===== config.mk =====
export PLATFORM = sky130hd
export DESIGN_NAME = march_tester
export DESIGN_NICKNAME = d
export VERILOG_FILES = /design/src/rtl/march_pkg.sv /design/src/rtl/march_addr_map.sv /design/src/rtl/march_cmp.sv /design/src/rtl/march_tester.sv
export SDC_FILE = /design/constraint.sdc
export NUM_CORES = 1
export LEC_CHECK = 0
export BUFFER_PORTS_ARGS = -buffer_cell sky130_fd_sc_hd__buf_2
export CORE_UTILIZATION = 60
export CTS_CLUSTER_DIAMETER = 80
export DETAILED_ROUTE_END_ITERATION = 16
export PLACE_DENSITY = 0.88
export SYNTH_ARGS = -nofsm -noshare
export SYNTH_HDL_FRONTEND = slang
export SYNTH_HIERARCHICAL = 1
export SYNTH_SLANG_ARGS = --single-unit

===== constraint.sdc =====
create_clock -name clk -period 4.8 [get_ports clk]
set_input_delay 0.48 -clock clk [delete_from_list [all_inputs] [get_ports clk]]
set_output_delay 0.48 -clock clk [all_outputs]
set_load 0.05 [all_outputs]

===== src/rtl/march_pkg.sv =====
package march_pkg;
    typedef enum logic [2:0] {
        ST_IDLE  = 3'd0,
        ST_FILL  = 3'd1,
        ST_READ  = 3'd2,
        ST_WRITE = 3'd3,
        ST_FIN   = 3'd4
    } mstate_e;

    localparam logic [1:0] LAST_ELEM = 2'd3;
endpackage


===== src/rtl/march_addr_map.sv =====
module march_addr_map #(
    parameter int AW = 6
) (
    input  logic [AW-1:0] base_i,
    input  logic [AW-1:0] last_i,
    input  logic [AW-1:0] off_i,
    input  logic          down_i,
    output logic [AW-1:0] addr_o
);
    logic [AW-1:0] up_addr;
    logic [AW-1:0] dn_addr;

    always_comb begin
        up_addr = base_i + off_i;
        dn_addr = base_i + (last_i - off_i);
        addr_o  = down_i ? dn_addr : up_addr;
    end
endmodule


===== src/rtl/march_cmp.sv =====
module march_cmp #(
    parameter int AW = 6,
    parameter int DW = 8
) (
    input  logic          clk,
    input  logic          rst_n,
    input  logic          clr_i,
    input  logic          chk_i,
    input  logic          exp_ones_i,
    input  logic [DW-1:0] rdata_i,
    input  logic [AW-1:0] addr_i,
    input  logic [1:0]    elem_i,
    output logic          mism_o,
    output logic          fail_o,
    output logic [AW-1:0] addr_o,
    output logic [1:0]    elem_o,
    output logic [DW-1:0] data_o
);
    typedef struct packed {
        logic          hit;
        logic [AW-1:0] addr;
        logic [1:0]    elem;
        logic [DW-1:0] data;
    } rec_t;

    rec_t rec_d, rec_q;
    logic [DW-1:0] expect_w;

    always_comb begin
        expect_w = exp_ones_i ? {DW{1'b1}} : {DW{1'b0}};
        mism_o   = chk_i && (rdata_i != expect_w);
        rec_d    = rec_q;
        if (clr_i) begin
            rec_d = '0;
        end else if (mism_o && !rec_q.hit) begin
            rec_d.hit  = 1'b1;
            rec_d.addr = addr_i;
            rec_d.elem = elem_i;
            rec_d.data = rdata_i;
        end
    end

    always_ff @(posedge clk or negedge rst_n) begin
        if (!rst_n) rec_q <= '0;
        else        rec_q <= rec_d;
    end

    assign fail_o = rec_q.hit;
    assign addr_o = rec_q.addr;
    assign elem_o = rec_q.elem;
    assign data_o = rec_q.data;


    rec_hold_chk: assert property (@(posedge clk) disable iff (!rst_n)
        (fail_o && !clr_i) |=> (fail_o && $stable(addr_o) && $stable(elem_o) && $stable(data_o)));


    rec_elem_chk: assert property (@(posedge clk) disable iff (!rst_n)
        fail_o |-> (elem_o != 2'd0));
endmodule


===== src/rtl/march_tester.sv =====
module march_tester
    import march_pkg::*;
#(
    parameter int AW = 6,
    parameter int DW = 8
) (
    input  logic          clk,
    input  logic          rst_n,
    input  logic          start_i,
    input  logic          stop_on_fail_i,
    input  logic [AW-1:0] base_i,
    input  logic [AW-1:0] len_i,
    input  logic [DW-1:0] ram_rdata_i,
    output logic          ram_en_o,
    output logic          ram_we_o,
    output logic [AW-1:0] ram_addr_o,
    output logic [DW-1:0] ram_wdata_o,
    output logic          busy_o,
    output logic          done_o,
    output logic          elem_done_o,
    output logic [1:0]    elem_id_o,
    output logic          elem_fail_o,
    output logic          fail_o,
    output logic [AW-1:0] fail_addr_o,
    output logic [1:0]    fail_elem_o,
    output logic [DW-1:0] fail_data_o
);
    localparam logic [AW-1:0] OFF_STEP = {{(AW-1){1'b0}}, 1'b1};

    typedef struct packed {
        mstate_e       st;
        logic [1:0]    elem;
        logic [AW-1:0] off;
        logic [AW-1:0] base;
        logic [AW-1:0] last;
        logic          stop;
        logic          bad;
        logic          edone;
        logic [1:0]    eid;
        logic          efail;
    } ctl_t;

    ctl_t ctl_d, ctl_q;

    logic          go_down;
    logic          wr_ones;
    logic          exp_ones;
    logic          last_cell;
    logic          chk_en;
    logic          rec_clr;
    logic          mism;
    logic [AW-1:0] cell_addr;

    always_comb begin
        go_down   = ctl_q.elem[1];
        wr_ones   = ctl_q.elem[0];
        exp_ones  = (ctl_q.elem == 2'd2);
        last_cell = (ctl_q.off == ctl_q.last);
        chk_en    = (ctl_q.st == ST_WRITE);
        rec_clr   = (ctl_q.st == ST_IDLE) && start_i;
    end

    march_addr_map #(.AW(AW)) u_map (
        .base_i (ctl_q.base),
        .last_i (ctl_q.last),
        .off_i  (ctl_q.off),
        .down_i (go_down),
        .addr_o (cell_addr)
    );

    march_cmp #(.AW(AW), .DW(DW)) u_cmp (
        .clk        (clk),
        .rst_n      (rst_n),
        .clr_i      (rec_clr),
        .chk_i      (chk_en),
        .exp_ones_i (exp_ones),
        .rdata_i    (ram_rdata_i),
        .addr_i     (cell_addr),
        .elem_i     (ctl_q.elem),
        .mism_o     (mism),
        .fail_o     (fail_o),
        .addr_o     (fail_addr_o),
        .elem_o     (fail_elem_o),
        .data_o     (fail_data_o)
    );

    always_comb begin
        ctl_d       = ctl_q;
        ctl_d.edone = 1'b0;
        ctl_d.efail = 1'b0;
        unique case (ctl_q.st)
            ST_IDLE: begin
                if (start_i) begin
                    ctl_d.st   = ST_FILL;
                    ctl_d.elem = 2'd0;
                    ctl_d.off  = '0;
                    ctl_d.base = base_i;
                    ctl_d.last = len_i;
                    ctl_d.stop = stop_on_fail_i;
                    ctl_d.bad  = 1'b0;
                end
            end
            ST_FILL: begin
                if (last_cell) begin
                    ctl_d.edone = 1'b1;
                    ctl_d.eid   = 2'd0;
                    ctl_d.elem  = 2'd1;
                    ctl_d.off   = '0;
                    ctl_d.st    = ST_READ;
                end else begin
                    ctl_d.off = ctl_q.off + OFF_STEP;
                end
            end
            ST_READ: begin
                ctl_d.st = ST_WRITE;
            end
            ST_WRITE: begin
                if (mism && ctl_q.stop) begin
                    ctl_d.edone = 1'b1;
                    ctl_d.eid   = ctl_q.elem;
                    ctl_d.efail = 1'b1;
                    ctl_d.st    = ST_FIN;
                end else if (last_cell) begin
                    ctl_d.edone = 1'b1;
                    ctl_d.eid   = ctl_q.elem;
                    ctl_d.efail = ctl_q.bad || mism;
                    ctl_d.bad   = 1'b0;
                    if (ctl_q.elem == LAST_ELEM) begin
                        ctl_d.st = ST_FIN;
                    end else begin
                        ctl_d.elem = ctl_q.elem + 2'd1;
                        ctl_d.off  = '0;
                        ctl_d.st   = ST_READ;
                    end
                end else begin
                    ctl_d.bad = ctl_q.bad || mism;
                    ctl_d.off = ctl_q.off + OFF_STEP;
                    ctl_d.st  = ST_READ;
                end
            end
            ST_FIN: begin
                ctl_d.st = ST_IDLE;
            end
            default: begin
                ctl_d.st = ST_IDLE;
            end
        endcase
    end

    always_ff @(posedge clk or negedge rst_n) begin
        if (!rst_n) ctl_q <= '0;
        else        ctl_q <= ctl_d;
    end

    always_comb begin
        busy_o      = (ctl_q.st == ST_FILL) || (ctl_q.st == ST_READ) || (ctl_q.st == ST_WRITE);
        done_o      = (ctl_q.st == ST_FIN);
        ram_en_o    = busy_o;
        ram_we_o    = (ctl_q.st == ST_FILL) || (ctl_q.st == ST_WRITE);
        ram_addr_o  = cell_addr;
        ram_wdata_o = ((ctl_q.st == ST_WRITE) && wr_ones) ? {DW{1'b1}} : {DW{1'b0}};
        elem_done_o = ctl_q.edone;
        elem_id_o   = ctl_q.eid;
        elem_fail_o = ctl_q.efail;
    end


    done_pulse_chk: assert property (@(posedge clk) disable iff (!rst_n)
        done_o |=> !done_o);


    busy_end_chk: assert property (@(posedge clk) disable iff (!rst_n)
        $fell(busy_o) |-> done_o);


    elem0_clean_chk: assert property (@(posedge clk) disable iff (!rst_n)
        (elem_done_o && elem_id_o == 2'd0) |-> !elem_fail_o);


    we_needs_en_chk: assert property (@(posedge clk) disable iff (!rst_n)
        ram_we_o |-> ram_en_o);


    read_then_write_chk: assert property (@(posedge clk) disable iff (!rst_n)
        (ram_en_o && !ram_we_o) |=> (ram_we_o && ram_addr_o == $past(ram_addr_o)));


    stop_abort_chk: assert property (@(posedge clk) disable iff (!rst_n)
        (ctl_q.stop && $rose(fail_o)) |-> done_o);
endmodule


Word level (Yosys, flattened, before mapping)

Cells that the tools add are included.

$add $sub $neg: 5
Muxes and demuxes: 25
Eq/ne operators: 15
Reduce and logical (&&, ||, !) cells: 21

Operators by type and width:

| kind                                                            | count |
|---|---|
| 17-bit 2-to-1 mux                                               | 2 |
| 8-bit 2-to-1 mux                                                | 4 |
| 25-bit 2-to-1 mux                                               | 1 |
| 8-bit one-hot mux with 3 select lines                           | 1 |
| 6-bit 2-to-1 mux                                                | 3 |
| 6-bit adder                                                     | 2 |
| 3-bit 2-to-1 mux                                                | 4 |
| 3-bit one-hot mux with 4 select lines                           | 1 |
| 2-bit != test, second input constant                            | 5 |
| 4-bit 2-to-1 mux                                                | 2 |
| 8-bit != test                                                   | 1 |
| 6-bit by 1-bit adder with 6-bit output, second input constant   | 1 |
| 3-bit by 2-bit == test with 1-bit output, second input constant | 2 |
| 6-bit == test                                                   | 1 |
| 3-bit != test, second input constant                            | 2 |
| 3-bit one-hot mux with 2 select lines                           | 1 |
| 3-bit AND reduction                                             | 2 |
| 6-bit AND reduction                                             | 1 |
| 2-bit nonzero test                                              | 3 |
| 6-bit subtractor                                                | 1 |
| 1-bit logical AND                                               | 5 |
| 5-bit 2-to-1 mux                                                | 1 |
| 2-bit == test, second input constant                            | 2 |
| 1-bit logical OR                                                | 4 |
| 11 further kinds                                                | 14 |

Register bits: 46
Output and inout port bits: 39

Logic depth before layout (Yosys ltp)

Depth after elaboration: 8
Gate-level depth with buffers: 12
Mapped depth without buffers: 12

Hierarchy

Netlist, hierarchy kept.

By module, submodules not included:

| module         | area an instance (um2) | instances | sequential area each (um2) | cells each |
|---|---|---|---|---|
| march_tester   | 1503.9                 | 1         | 725.7                      | 138 |
| march_cmp      | 913.4                  | 1         | 425.4                      | 79 |
| march_addr_map | 670.6                  | 1         | 0.0                        | 86 |

Worst setup path before layout

Ideal clock, no wire load.

Path kind: reg-to-output
Start point: reg ctl_q[13] (netlist bit)
End point: out ram_addr_o[5]
Path buffers: 0
Data required time: 4.320 ns
Stages on the path, launching flop included: 10
Path slack: 1.341 ns
Data arrival time: 2.979 ns
Cell sequence: dfrtp_1 inv_1 fa_1 inv_1 ha_1 a211oi_1 or4_1 nand4b_1 a21oi_1 xnor2_1

Word-level cells in the longest chain between the ends: 2
Elaborated cells between the ends (all ways): 3
Those cells by class: add/sub: 2; mux: 1

Ends and longest elaborated chain:

| what                           | line                                       | source |
|---|---|---|
| from (decl)                    | march_tester.sv:43                         | `ctl_t ctl_d, ctl_q;` |
| from (signal assigned)         | march_tester.sv:152                        | `else ctl_q <= ctl_d;` |
| 6-bit adder (on tied branches) | march_addr_map.sv:14, march_addr_map.sv:15 |  |
| 6-bit 2-to-1 mux *             | march_addr_map.sv:16                       | `addr_o = down_i ? dn_addr : up_addr;` |
| to (decl)                      | march_tester.sv:16                         | `output logic [AW-1:0] ram_addr_o,` |

Every way passes the cells marked *; elsewhere a longest branch is shown, timed or not.

Worst setup path after layout

Ends and elaborated chain as after synthesis.

==> impl_metrics.yaml <==
placement:
  routabilityCongestion: 0.867
  hpwlAfterDp_um: 4470
  post_dp_cell_area_um2: 3360
  port_buffers: 62
worst_setup_path:
  setup.worst_path.end: "ram_addr_o[5]"
  r2r-start: "ctl_q[25]"
  crit_type: "reg -> out"
  required_ns: 4.32
  crit_path_max_fanout: 5
  cp_data_arrival_time_ns: 3.04
  reg2reg_slack_ns: 1.70
  crit_path_end_kind: "output pin"
  reg2regPathDepth: 9
  worstSetupStartpointType: "flop"
  cp-startpoint: "ctl_q[13]"
  r2r_end: "ctl_q[23]"
logic_synthesis:
  yosysWarnings: 6
  synthXorXnorAreaFrac_pct: 4.21
  synth_cell_types: 54
  synthesis.nets: 351
  synth_cells: 303
  synthTopCellsByArea: "dfrtp_1 (37%), ha_1 (7.3%), nand2b_1 (6.5%)"
  yosys.area_share.adder_pct: 11.2
  synth-simple-area-share_pct: 16.0
  synthMuxAreaShare_pct: 11.0
  synth_area_leader_cell: "dfrtp_1"
  synth_top_family_by_area: "simple AND/OR/NAND/NOR gates"
  synth-edff-count: 0
  synth_compound_gate_area_share_pct: 12.4
  synth_area_per_cell_um2: 10.2
  synth-seq-cells: 46
  synth_top_area_share_pct: 37.3
  async_flop_share_pct: 100
  netlist_area_um2: 3090
  yosysSeqAreaShare_pct: 37.3
  ys.flop_type: "dfrtp_1"
floorplanning:
  initial_core_util_pct: 63.7
  rows: 25
  die_x_um: 73.7
  dieArea_um2: 5440
  core_region_area_um2: 4850
  io_pins: 63
  die_h_um: 73.7
detailed_routing:
  first_pass_iters: 4
  drt_wl_total_um: 6210
  first_iter_violations: 163
  wl_per_cell_um: 14.7
  via_per_inst: 5.52
  vias: 2328
  drc: 0
  ant_nets: 0
global_routing:
  grt_use_total_pct: 24.2
  grt_max_degree: 47
  grt_busiest_layer: "met2"
  use_met3_pct: 4.66
  grt_pass1_vias: 2184
  grt_first_pass_wirelength_um: 9990
  antenna_found_initial: 0
  grt-ovfl-total: 0
  use_met1_pct: 30.9
  use_met2_pct: 41.2
finish:
  drive_above_1_share_pct: 27.0
  antenna_cells: 0
  nets: 402
  final_area_um2: 3460
  areaGrowthSynthToFinish_pct: 12.2
clocking:
  h-tree-depth: 2
  clockBufferDepth: 2
  cts_tree: "built"
  insertion_delay_ns: 0.30
  postCtsHoldBufs: 0
  cts_resized: 0
  cts_buffers: 5
  cts_sinks: 46
  clkTransAtPathRegs_ns: 0.08
  cts_root_buf: "clkbuf_8"
  postCtsSetupBuffers: 0
timing:
  drv_slew: 0
  rsz0062_at_grt: "false"
  tightestPinTransition_ns: 1.02
  fin_crit_sh_pct: 73.3
  clock_skew_ns: 0.0148
  max_freq_mhz: 284
  timing_hold_violations_final: 0
  finalCriticalPeriod_ns: 3.52
  final-setup-viol-count: 0
  relSlewSlack_pct: 32.3
  setup_tns_ns: 0
run:
  drv_cap: 0
worst_hold_path:
  hold_class: "in -> async"
run_status:
  status: "finished, final reports clean"
[logic make-up (layout without fill, tap and decap cells)]
logic type      Yosys count  in the layout
buf+inv                  50            102
compound gates           53             53
xor+xnor                 14             14
mux                      32             32
fa+ha+maj                24             24
simple gates             84             84
flops                    46             46
[how the worst min path moves through the flow]
stage	start	end
after global routing	stop_on_fail_i	ctl_q[5]
after floorplan	rst_n	ctl_q[10]
final	rst_n	ctl_q[14]
after global placement	elem_id_o[0]	elem_id_o[0]
after CTS	rst_n	ctl_q[23]
after detailed placement	elem_id_o[0]	elem_id_o[0]
[layout by cell type, fill, tap and decap left out, types with 11 or more instances in the layout]
master / netlist / routed
o21ai_0: 12 / 12
mux2i_1: 17 / 17
nand2b_1: 32 / 32
inv_1: 30 / 30
nand2_1: 11 / 11
buf_2: 2 / 62
mux2_2: 15 / 15
nor2_1: 12 / 12
ha_1: 18 / 18
dfrtp_1: 46 / 46
[layer usage]
layer / wire (µm) / vias up
met5: 0 / -
met4: 121 / 0
met3: 260 / 19
met2: 3060 / 80
met1: 2770 / 1107
li1: - / 1122
[per-stage QoR]
stage	hold WS, ns	util [%]	cells	worst slack (ns)
after detailed placement	0.488	69.3	414	1.61
after global placement	0.485	69.3	414	1.67
after CTS	0.383	71.5	422	1.28
final	0.353	71.5	422	1.28
after floorplan	0.184	-	303	1.34
after global routing	0.408	71.5	422	1.11
[flip-flops by register name, summed over array words and instances (netlist names)]
name / count
elem_id_o: 2
elem_fail_o: 1
u_cmp/data_o: 8
ctl_q: 25
u_cmp/addr_o: 6
u_cmp/elem_o: 2
u_cmp/fail_o: 1
elem_done_o: 1
[worst max-delay path, cell delays in order (launching register included)]
cell      delay (ns)
dfrtp_1         0.45
inv_1           0.11
fa_1            0.53
inv_1           0.07
ha_1            0.30
a211oi_1        0.10
or4_1           0.52
nand4b_1        0.11
a21oi_1         0.06
xnor2_1         0.21
buf_2           0.30
[cells in the mapped netlist (all sizes together) (2+ instances only)]
cell type / n
xor2: 7
a211oi: 5
and3: 4
inv: 31
mux2i: 17
or3: 2
nor3: 3
clkbuf: 4
xnor2: 7
nand4: 2
a31o: 2
a21oi: 9
o31ai: 2
nand2b: 32
nand3: 9
and2: 3
buf: 15
mux2: 15
dfrtp: 46
a21o: 5
a32o: 2
o21bai: 2
ha: 18
fa: 6
or4: 2
o21ai: 13
nor2: 12
nand2: 11
a31oi: 2
[final cells by class]
type	instances	area, µm²
multi-input combinational	207	1690
tap	67	83.8
clock inverter	1	8.76
clock buffer	7	96.3
sequential	46	1150
timing repair buffer	63	318
fill	358	1380
inverter	31	116
Power is left out: the tool's default activity adds up to more than one toggle a clock period on the data nets, which glitch-free logic cannot reach.
